### config.mk
export PLATFORM = sky130hd
export DESIGN_NAME = fpoll_ctrl
export DESIGN_NICKNAME = d
export VERILOG_FILES = /design/src/rtl/fpoll_pkg.sv /design/src/rtl/fpoll_toggle.sv /design/src/rtl/fpoll_budget.sv /design/src/rtl/fpoll_ctrl.sv
export SDC_FILE = /design/constraint.sdc
export NUM_CORES = 1
export LEC_CHECK = 0
export BUFFER_PORTS_ARGS = -buffer_cell sky130_fd_sc_hd__buf_2
export CAP_MARGIN = 20
export CORE_ASPECT_RATIO = 2
export CORE_MARGIN = 2
export CORE_UTILIZATION = 29
export DETAILED_ROUTE_END_ITERATION = 16
export GPL_ROUTABILITY_DRIVEN = 0
export SYNTH_ARGS = -nofsm -noshare
export SYNTH_HDL_FRONTEND = slang
export SYNTH_HIERARCHICAL = 1
export SYNTH_SLANG_ARGS = --single-unit
### constraint.sdc
create_clock -name clk -period 3.65 [get_ports clk]
set_input_delay 0.365 -clock clk [delete_from_list [all_inputs] [get_ports clk]]
set_output_delay 0.365 -clock clk [all_outputs]
set_load 0.05 [all_outputs]
### src/rtl/fpoll_pkg.sv
package fpoll_pkg;
    localparam int DW          = 8;
    localparam int BIT_RUN_TOG = 6;
    localparam int BIT_LIMIT   = 5;
    localparam int BIT_WINDOW  = 3;
    localparam int BIT_SECT_TOG = 2;

    typedef enum logic [1:0] {
        OP_PROG   = 2'd0,
        OP_ERASE  = 2'd1,
        OP_ADDSEC = 2'd2,
        OP_QUERY  = 2'd3
    } op_e;

    typedef enum logic [2:0] {
        RES_OK      = 3'd0,
        RES_SUSP    = 3'd1,
        RES_REFUSED = 3'd2,
        RES_UNSURE  = 3'd3,
        RES_FAILED  = 3'd4,
        RES_TIMEOUT = 3'd5,
        RES_ERASING = 3'd6,
        RES_QUIET   = 3'd7
    } res_e;

    typedef enum logic [3:0] {
        ST_IDLE, ST_CMD, ST_RD1, ST_RD2, ST_JUDGE, ST_RD3, ST_CONFIRM,
        ST_RST, ST_PRE_RD, ST_PRE_CHK, ST_POST_RD, ST_POST_CHK
    } st_e;
endpackage

### src/rtl/fpoll_toggle.sv
module fpoll_toggle
    import fpoll_pkg::*;
(
    input  logic [DW-1:0] prev,
    input  logic [DW-1:0] curr,
    output logic          run_tog,
    output logic          sect_tog
);
    logic [DW-1:0] diff;
    logic          unused_diff;

    assign diff        = prev ^ curr;
    assign run_tog     = diff[BIT_RUN_TOG];
    assign sect_tog    = diff[BIT_SECT_TOG];
    assign unused_diff = ^{diff[7], diff[5:3], diff[1:0]};
endmodule

### src/rtl/fpoll_budget.sv
module fpoll_budget #(
    parameter int W = 16
) (
    input  logic         clk,
    input  logic         rst,
    input  logic         clear,
    input  logic [W-1:0] limit,
    input  logic         step,
    output logic         last
);
    typedef struct packed {
        logic [W-1:0] cnt;
        logic [W-1:0] lim;
    } bud_t;

    bud_t r_q, r_d;

    always_comb begin
        r_d = r_q;
        if (clear) begin
            r_d.cnt = '0;
            r_d.lim = (limit == '0) ? W'(1) : limit;
        end else if (step) begin
            r_d.cnt = r_q.cnt + W'(1);
        end
    end

    assign last = ({1'b0, r_q.cnt} + (W+1)'(1)) >= {1'b0, r_q.lim};

    always_ff @(posedge clk) begin
        if (rst) begin
            r_q.cnt <= '0;
            r_q.lim <= W'(1);
        end else begin
            r_q <= r_d;
        end
    end

    // the count of busy pairs never reaches the latched budget
    assert_budget_bound_R5: assert property (@(posedge clk) disable iff (rst)
        r_q.cnt < r_q.lim);
endmodule

### src/rtl/fpoll_ctrl.sv
module fpoll_ctrl
    import fpoll_pkg::*;
#(
    parameter int          ADDR_W     = 20,
    parameter int          POLL_W     = 16,
    parameter logic [7:0]  RESET_CMD  = 8'hF0,
    parameter int          RESET_ADDR = 0
) (
    input  logic              clk,
    input  logic              rst,
    input  logic              req_valid,
    input  logic [1:0]        req_op,
    input  logic [ADDR_W-1:0] req_addr,
    input  logic [7:0]        req_data,
    input  logic [POLL_W-1:0] max_polls,
    output logic              busy,
    output logic              rsp_valid,
    output logic [2:0]        rsp_code,
    output logic [ADDR_W-1:0] fl_addr,
    output logic [7:0]        fl_wdata,
    output logic              fl_we,
    output logic              fl_re,
    input  logic [7:0]        fl_rdata
);
    localparam logic [ADDR_W-1:0] RST_ADDR_V = ADDR_W'(RESET_ADDR);

    typedef struct packed {
        st_e               state;
        op_e               op;
        logic [ADDR_W-1:0] addr;
        logic [7:0]        data;
        logic [DW-1:0]     snap;
        logic              busy;
        logic              rsp_valid;
        res_e              rsp_code;
    } ctl_t;

    ctl_t r_q, r_d;
    logic bud_clear, bud_step, bud_last;
    logic run_tog, sect_tog;
    logic fin;
    res_e fin_code;

    fpoll_toggle u_tog (
        .prev     (r_q.snap),
        .curr     (fl_rdata),
        .run_tog  (run_tog),
        .sect_tog (sect_tog)
    );

    fpoll_budget #(.W(POLL_W)) u_bud (
        .clk   (clk),
        .rst   (rst),
        .clear (bud_clear),
        .limit (max_polls),
        .step  (bud_step),
        .last  (bud_last)
    );

    always_comb begin
        r_d           = r_q;
        r_d.rsp_valid = 1'b0;
        bud_clear     = 1'b0;
        bud_step      = 1'b0;
        fin           = 1'b0;
        fin_code      = RES_OK;
        case (r_q.state)
            ST_IDLE: begin
                if (req_valid) begin
                    r_d.op    = op_e'(req_op);
                    r_d.addr  = req_addr;
                    r_d.data  = req_data;
                    r_d.busy  = 1'b1;
                    bud_clear = 1'b1;
                    case (op_e'(req_op))
                        OP_ADDSEC: r_d.state = ST_PRE_RD;
                        OP_QUERY:  r_d.state = ST_RD1;
                        default:   r_d.state = ST_CMD;
                    endcase
                end
            end
            ST_CMD:   r_d.state = (r_q.op == OP_ADDSEC) ? ST_POST_RD : ST_RD1;
            ST_RD1:   r_d.state = ST_RD2;
            ST_RD2: begin
                r_d.snap  = fl_rdata;
                r_d.state = ST_JUDGE;
            end
            ST_JUDGE: begin
                r_d.snap = fl_rdata;
                if (r_q.op == OP_QUERY) begin
                    fin      = 1'b1;
                    fin_code = sect_tog ? RES_ERASING : RES_QUIET;
                end else if (!run_tog) begin
                    fin      = 1'b1;
                    fin_code = sect_tog ? RES_SUSP : RES_OK;
                end else if (fl_rdata[BIT_LIMIT]) begin
                    r_d.state = ST_RD3;
                end else if (bud_last) begin
                    fin      = 1'b1;
                    fin_code = RES_TIMEOUT;
                end else begin
                    bud_step  = 1'b1;
                    r_d.state = ST_RD1;
                end
            end
            ST_RD3:   r_d.state = ST_CONFIRM;
            ST_CONFIRM: begin
                if (run_tog) begin
                    r_d.state = ST_RST;
                end else begin
                    fin      = 1'b1;
                    fin_code = RES_OK;
                end
            end
            ST_RST: begin
                fin      = 1'b1;
                fin_code = RES_FAILED;
            end
            ST_PRE_RD: r_d.state = ST_PRE_CHK;
            ST_PRE_CHK: begin
                if (fl_rdata[BIT_WINDOW]) begin
                    fin      = 1'b1;
                    fin_code = RES_REFUSED;
                end else begin
                    r_d.state = ST_CMD;
                end
            end
            ST_POST_RD: r_d.state = ST_POST_CHK;
            ST_POST_CHK: begin
                fin      = 1'b1;
                fin_code = fl_rdata[BIT_WINDOW] ? RES_UNSURE : RES_OK;
            end
            default: r_d.state = ST_IDLE;
        endcase
        if (fin) begin
            r_d.state     = ST_IDLE;
            r_d.busy      = 1'b0;
            r_d.rsp_valid = 1'b1;
            r_d.rsp_code  = fin_code;
        end
    end

    always_ff @(posedge clk) begin
        if (rst) begin
            r_q.state     <= ST_IDLE;
            r_q.op        <= OP_PROG;
            r_q.addr      <= '0;
            r_q.data      <= '0;
            r_q.snap      <= '0;
            r_q.busy      <= 1'b0;
            r_q.rsp_valid <= 1'b0;
            r_q.rsp_code  <= RES_OK;
        end else begin
            r_q <= r_d;
        end
    end

    assign busy      = r_q.busy;
    assign rsp_valid = r_q.rsp_valid;
    assign rsp_code  = r_q.rsp_code;
    assign fl_we     = (r_q.state == ST_CMD) || (r_q.state == ST_RST);
    assign fl_re     = (r_q.state == ST_RD1) || (r_q.state == ST_RD2) ||
                       (r_q.state == ST_RD3) || (r_q.state == ST_PRE_RD) ||
                       (r_q.state == ST_POST_RD);
    assign fl_addr   = (r_q.state == ST_RST) ? RST_ADDR_V : r_q.addr;
    assign fl_wdata  = (r_q.state == ST_RST) ? RESET_CMD : r_q.data;

    assert_no_dual_strobe_R10: assert property (@(posedge clk) disable iff (rst)
        !(fl_we && fl_re));

    assert_rsp_not_busy_R2: assert property (@(posedge clk) disable iff (rst)
        rsp_valid |-> !busy);

    assert_fail_after_reset_write_R6: assert property (@(posedge clk) disable iff (rst)
        (rsp_valid && rsp_code == RES_FAILED) |->
        ($past(fl_we) && $past(fl_wdata) == RESET_CMD && $past(fl_addr) == RST_ADDR_V));

    assert_refused_no_write_R7: assert property (@(posedge clk) disable iff (rst)
        (rsp_valid && rsp_code == RES_REFUSED) |-> (!$past(fl_we) && $past(fl_re, 2)));

    assert_cmd_write_R3: assert property (@(posedge clk) disable iff (rst)
        (!busy && req_valid && (req_op == OP_PROG || req_op == OP_ERASE)) |=>
        (fl_we && fl_wdata == $past(req_data) && fl_addr == $past(req_addr)));
endmodule

# Word level (Yosys, flattened, before mapping)
# Index checks and enable logic that the tools add are counted.
# word_totals
regBits,78
input_bits,57
# op_classes
addsub,2
magnitude_cmp,1
eq_ne,21
mux,37
bitwise,2
n_reduce_logical,13
# ops
operator,n
one-hot mux 4 bit (11 select lines),1
2-to-1 mux 34 bit,1
2-to-1 mux 4 bit,8
2-to-1 mux 20 bit,1
"adder 16 x 1 -> 17 bit, second input constant",1
>= comparator 17 x 16 -> 1 bit,1
"adder 16 x 1 -> 16 bit, second input constant",1
"equality test 4 x 3 -> 1 bit, second input constant",4
"equality test 4 bit, second input constant",4
zero test 16 bit,1
2-to-1 mux 16 bit,1
2-to-1 mux 1 bit,15
2-to-1 mux 3 bit,4
one-hot mux 3 bit (4 select lines),1
"equality test 2 bit, second input constant",4
"equality test 4 x 2 -> 1 bit, second input constant",2
2-to-1 mux 8 bit,1
one-hot mux 4 bit (2 select lines),1
OR reduction 2 bit,4
AND reduction 7 bit,1
XOR 7 bit,1
"inequality test 2 bit, second input constant",3
logical OR 1 bit,5
"equality test 4 x 1 -> 1 bit, second input constant",1
7 further kinds,9

# Longest topological paths before layout
# Gate-level depths: netlist of the first run.
# logic_depth
word_depth,8
mapped_depth,16

# Hierarchy
# Netlist of the first run, hierarchy kept.
# by_module_without_submodules
module,instances,cells_each,area_per_inst_um2
fpoll_ctrl,1,279,2272.2
fpoll_budget,1,230,1929.4
fpoll_toggle,1,2,17.5

# Least setup slack after synthesis of the first run
# No wires, ideal clock.
# synth_path
path_kind,flip-flop to flip-flop
start,reg u_bud/r_q[16] (netlist name)
end,reg u_bud/r_q[28] (netlist name)
setup_time_ns,0.071
t_arrival_ns,3.666
required_ns,3.579
path_slack_ns,-0.087
path_stages_with_launch,17
n_path_buf,1
synth_period_minus_slack_ns,3.737
cell_sequence,dfxtp_1 > ha_1 > nand3_1 > nor4_1 > nand3_1 > xnor2_1 > ha_1 > a21oi_1 > o21ai_0 > a221oi_1 > o211ai_1 > nor2_1 > buf_2 > inv_1 > or4_4 > or3_1 > a21oi_1
# synth_between
elab_chain_cells,7
elab_cells_between_ends,8
cone_classes,add/sub (2); order compare (1); mux (5)
# synth_lines
item,line_no,source
from (decl),fpoll_budget.sv:16,"bud_t r_q, r_d;"
from (signal assigned),fpoll_budget.sv:35,r_q <= r_d;
adder 16 x 1 -> 17 bit,fpoll_budget.sv:28,"assign last = ({1'b0, r_q.cnt} + (W+1)'(1)) >= {1'b0, r_q.lim};"
>= comparator 17 x 16 -> 1 bit,fpoll_budget.sv:28,
net bud_last,fpoll_ctrl.sv:39,"logic bud_clear, bud_step, bud_last;"
2-to-1 mux 1 bit,fpoll_ctrl.sv:98,end else if (bud_last) begin
2-to-1 mux 1 bit,fpoll_ctrl.sv:96,end else if (fl_rdata[BIT_LIMIT]) begin
2-to-1 mux 1 bit,fpoll_ctrl.sv:93,end else if (!run_tog) begin
2-to-1 mux 1 bit,fpoll_ctrl.sv:90,if (r_q.op == OP_QUERY) begin
2-to-1 mux 1 bit,fpoll_ctrl.sv:67,case (r_q.state)
net bud_step,fpoll_ctrl.sv:39,
# The timed path passes the listed nets, and every way through them passes these cells.
# A chain may end at the register's enable or synchronous reset.

# Final worst setup path of the first run
# layout_path
start,reg u_bud/r_q[17] (netlist name)
end,reg u_bud/r_q[26] (netlist name)
# The elaborated chain is that of the path after synthesis.

==> out/results.ini, run 1 <==
[run_status]
status=finished clean

[final_layout]
synthToLayoutAreaGrowth_pct=25.3
final_common_cell=buf_2
n_fill_cell=1383
post_route_cells_drive_above_1_share_pct=27.2
antenna-diode-count=0
layout.nets=658
layout.cells.non_filler=743
seq_area_mm2=0.00147
multiInputGateArea_mm2=0.00238
final_cell_mix=buf_2 (87), nand2_1 (79), dfxtp_1 (70)
post-route-cell-area_mm2=0.00503

[critical_path]
r2r_slack_ns=0.21
path_max_fanout=5
arrival_ns=3.69
crit_path_end=u_bud/r_q[26]
worstSetupPathType=flop to flop
r2r_start=u_bud/r_q[17]
rr_worst_depth=14
cp.required_ns=3.90
critPathLaunch=u_bud/r_q[17]
r2r-end=u_bud/r_q[26]
crit_path_end_kind=flop
cp-start-kind=flop

[clock_network]
cts-root-buf=clkbuf_16
clock_sinks=73
clock_latency_ns=0.33
cts_buffers=9
cts_tree=done
clk_pin_slew_ns=0.06
cts_hold_buffers=0
clock_path_buffers=2
htree_levels=3

[timing]
final_hold_viol_count=0
worst_pin_slew_ns=0.886
max_freq_ghz=0.291
slew_viol_final=0
slew_headroom_pct=40.8
min_period_ns=3.44
timing.final.crit_share_pct=94.3
finalSetupViolCount=0
skew_ns=0.00665

[power]
ir_drop_uv=198
p_leak_nw=2.17
cellPowerDensity_mw_per_mm2=449
p_total_mw=2.26

[global_routing]
first_global_vias=3555
grt_util_all_layers_pct=13.2
grt.overflow.total=0
grt_max_degree=35
antenna_found_initial=0
grt_pass1_wl_um=15600

[placement]
placed_area_mm2=0.00470
portBuffers=87
dp_hpwl_um=7510
placedCellCount=727

[synth]
synth_area_mm2=0.00402
synth_area_per_cell_um2=8.15
synth_warnings=6
syn_nets=567
netlist_instances=493

[detailed_routing]
drtIter0Drc=98
wirelength_um=9960
post_drt_via_cell_ratio=4.94
drc=0
vias=3671
ant_nets=0
wl_per_cell_um=13.4
drt_pass1_iterations=4

[floorplan]
num_rows=60
design.die.area_mm2=0.0149
io_pins=92
die_w_um=87.2
initial_core_util_pct=29.7
die-height_um=170
core_mm2=0.0135

[worst_hold_path]
hold_class=input port to flop

[flow_run]
drv_cap=0

[sequential cells by signal, summed over array words and instances, names as in the netlist]
name / flops
rsp_code: 3
u_bud/r_q: 32
busy: 1
r_q: 36
rsp_valid: 1
[per-layer routing]
layer  vias up  global-route usage (%)  part of all wire, %
met5         -                       0                    0
met4         0                    6.02                  2.8
met3        19                    3.06                  3.6
met2        79                    26.5                   57
met1      1714                    11.9                   37
li1       1859                       -                    -
[what timing repair did]
item | CTS | global route
endpoints found under the setup margin | 1 | 10
setup buffers | 0 | 1
pin swaps | 1 | 7
cloned | 0 | 0
resized for setup | 0 | 12
[power breakdown]
part / internal [mW] / switching (mW)
combinational: 0.189 / 0.360
clock: 0.472 / 0.331
sequential: 0.860 / 0.0485
[through the flow]
stage | utilization [%] | hold slack [ns] | setup slack (ns) | setup TNS (ns)
after floorplan | - | 0.431 | 0.00394 | 0
after global placement | 34.8 | 0.437 | 0.0542 | 0
after detailed placement | 34.8 | 0.442 | 0.00726 | 0
after CTS | 36.8 | 0.258 | 0.000616 | 0
after global routing | 37.2 | 0.271 | -0.00834 | -0.00834
final | 37.2 | 0.272 | 0.210 | 0
[critical path: stages, from the launching register on]
cell and delay (ns):
dfxtp_1 0.33, buf_4 0.13, nand4_1 0.11, or4_4 0.48, nor2_4 0.15, xor2_2 0.15, ha_1 0.25, and3_1 0.18
a221oi_2 0.25, o211ai_1 0.15, nor2_1 0.19, inv_1 0.08, or4_4 0.45, or3_1 0.32, a21oi_1 0.15
[area by class of cell]
| type | instances | share of cell area, % |
|---|---|---|
| Tap cell | 155 | 3.85 |
| Inverter | 21 | 1.57 |
| Multi-Input combinational cell | 365 | 47.4 |
| Timing Repair Buffer | 114 | 12.7 |
| Clock inverter | 5 | 0.647 |
| Sequential cell | 73 | 29.1 |
| Clock buffer | 10 | 4.75 |
[worst min-delay path by stage]
| stage | from | to | slack, ns | cells after the start |
|---|---|---|---|---|
| after global routing | req_data[0] | r_q[13] | 0.27 | 3 |
| final | req_addr[1] | r_q[22] | 0.27 | 3 |
| after floorplan | r_q[17] | r_q[17] | 0.43 | 2 |
| after CTS | req_data[7] | r_q[20] | 0.26 | 3 |
| after global placement | r_q[20] | r_q[20] | 0.44 | 2 |
| after detailed placement | r_q[36] | r_q[36] | 0.44 | 2 |
(Power assumes the default switching activity.)
==> run 2, diff against run 1 <==
- CORE_MARGIN: 2 -> 4
- TNS_END_PERCENT: not set -> 50
==> run 2 against run 1 <==
Net effect: combinational power is 3% higher; largest cell class unchanged; global-route usage is 0.34 points lower; core utilization is 1.1 points higher; critical path type unchanged; largest power group unchanged; design area is 2.9% higher.
==> out/results.ini, run 2 (synthesis gave the netlist of run 1 again) <==
[run_status]
status=finished clean

[critical_path]
arrival_ns=3.83  ; +0.14 ns
worstSetupPathType=flop to flop
path_max_fanout=3  ; -2
crit_path_end_kind=flop
cp.required_ns=3.91  ; about the same
cp-start-kind=flop

[flow_run]
drv_cap=0  ; unchanged

[global_routing]
antenna_found_initial=0  ; unchanged
grt.overflow.total=0  ; unchanged
first_global_vias=3676  ; +3.4%
grt_pass1_wl_um=16700  ; +7.5%
grt_max_degree=32  ; -8.6%
grt_util_all_layers_pct=12.9  ; -0.34 points

[floorplan]
num_rows=60  ; unchanged
die-height_um=174  ; +2.3%
initial_core_util_pct=29.7  ; unchanged
io_pins=92  ; unchanged
die_w_um=91.2  ; +4.6%
design.die.area_mm2=0.0159  ; +7.0%
core_mm2=0.0135  ; unchanged

[placement]
placedCellCount=732  ; +0.69%
dp_hpwl_um=7850  ; +4.5%
placed_area_mm2=0.00474  ; +0.80%
portBuffers=87  ; unchanged

[final_layout]
n_fill_cell=1396  ; +0.94%
final_cell_mix=buf_2 (87), nand2_1 (79), dfxtp_1 (69)
layout.nets=667  ; +1.4%
post_route_cells_drive_above_1_share_pct=30.0  ; +2.8 points
antenna-diode-count=0  ; unchanged
top_register=r_q
post-route-cell-area_mm2=0.00517  ; +2.9%
final_common_cell=buf_2
largest_reg_flops=36  ; unchanged
layout.cells.non_filler=752  ; +1.2%
synthToLayoutAreaGrowth_pct=28.8
top_regs=r_q (36), u_bud/r_q (32), rsp_code (3)

[detailed_routing]
vias=3698  ; +0.74%
wirelength_um=10400  ; +4.2%
post_drt_via_cell_ratio=4.92  ; -0.47%
drt_pass1_iterations=5  ; +1
wl_per_cell_um=13.8  ; +3.0%
drc=0  ; unchanged
drtIter0Drc=96  ; -2.0%
ant_nets=0  ; unchanged

[clock_network]
clock_sinks=73  ; unchanged
clk_pin_slew_ns=0.06  ; about the same
cts-root-buf=clkbuf_16
clock_path_buffers=2  ; unchanged
cts_hold_buffers=0  ; unchanged
htree_levels=3  ; unchanged
cts_tree=done
clock_latency_ns=0.33  ; about the same
cts_buffers=9  ; unchanged

[power]
ir_drop_uv=197  ; -0.88%
cellPowerDensity_mw_per_mm2=450  ; about the same
p_leak_nw=2.26  ; +4.3%
p_total_mw=2.33  ; +3.0%

[timing]
skew_ns=0.00763  ; +0.000987 ns
setup-tns-final_ns=0  ; unchanged
final_hold_viol_count=0  ; unchanged
min_period_ns=3.58  ; +0.136 ns
max_freq_ghz=0.280  ; -3.8%
timing.final.crit_share_pct=98.0  ; +3.7 points
worst_pin_slew_ns=0.868  ; -0.0182 ns
whs_ns=0.270  ; -0.00239 ns
rsz0062_at_grt=yes
slew_headroom_pct=42.0  ; +1.2 points
finalSetupViolCount=0  ; unchanged
slew_viol_final=0  ; unchanged

[worst_hold_path]
hold_class=input port to flop

-- run 2: cell types whose count changed in the layout (fill, tap and decap cells not counted), moves of 2 or more --
cell	delta
or3_1	-2
nand3_2	+2
or3_4	+2
a21oi_2	+3
xnor2_2	+3
xnor2_1	-3
o21ai_1	+3
a21oi_1	-3
dfxtp_4	+2
o21ai_0	-3
buf_4	+8
-- run 2: layout make-up --
class                           count  area (um^2)  share of cell area [%]
Clock buffer                        9          225                    4.35
Clock inverter                      6         60.1                    1.16
Inverter                           21         78.8                    1.52
Multi-Input combinational cell    365         2440                    47.1
Sequential cell                    73         1470                    28.4
Tap cell                          155          194                    3.75
Timing Repair Buffer              123          709                    13.7
-- run 2: power by group --
| group | leakage [nW] | internal [mW] | switching [mW] |
|---|---|---|---|
| clock | 0.137 | 0.522 | 0.342 |
| combinational | 1.53 | 0.197 | 0.367 |
| sequential | 0.599 | 0.858 | 0.0420 |
-- run 2: what timing repair did --
item	4_1_cts	5_1_grt
pin swaps	2	12
setup endpoints to repair	2	10
gates resized for setup	4	24
buffers inserted	0	5
-- run 2: path summary, 6_finish.rpt --
| kind | from | slack (ns) | cells after the start | endpoint |
|---|---|---|---|---|
| max | u_bud/r_q[17] | 0.07 | 14 | u_bud/r_q[28] |
| min | req_addr[14] | 0.27 | 3 | r_q[35] |
| max reg2reg | u_bud/r_q[17] | 0.07 | 14 | u_bud/r_q[28] |
| min reg2reg | r_q[39] | 0.45 | 2 | r_q[39] |
-- run 2: critical path, stage by stage, from the launching register on --
cell and delay [ns]:
dfxtp_4 0.37, buf_6 0.09, nand4_1 0.11, or4_4 0.58, nor2_4 0.12, xor2_2 0.19
ha_1 0.26, and3_4 0.16, a221oi_2 0.23, o211ai_1 0.15, nor2_1 0.18, inv_1 0.08
or4_4 0.54, or3_4 0.34, a21oi_2 0.12
-- run 2: per-stage QoR --
step	utilization, %	setup WS, ns
after global routing	38.3	-0.0566
final	38.3	0.0740
after global placement	35.0	0.0447
after detailed placement	35.0	-0.0206
after CTS	37.3	0.00150
after floorplan	-	0.00394
-- run 2: per-layer routing --
layer / up-vias / global-route usage (%) / part of all wire, %
li1: 1875 / - / -
met1: 1718 / 12.6 / 37
met2: 84 / 24.7 / 56
met3: 21 / 2.77 / 3.6
met4: 0 / 6.68 / 2.9
met5: - / 0 / 0
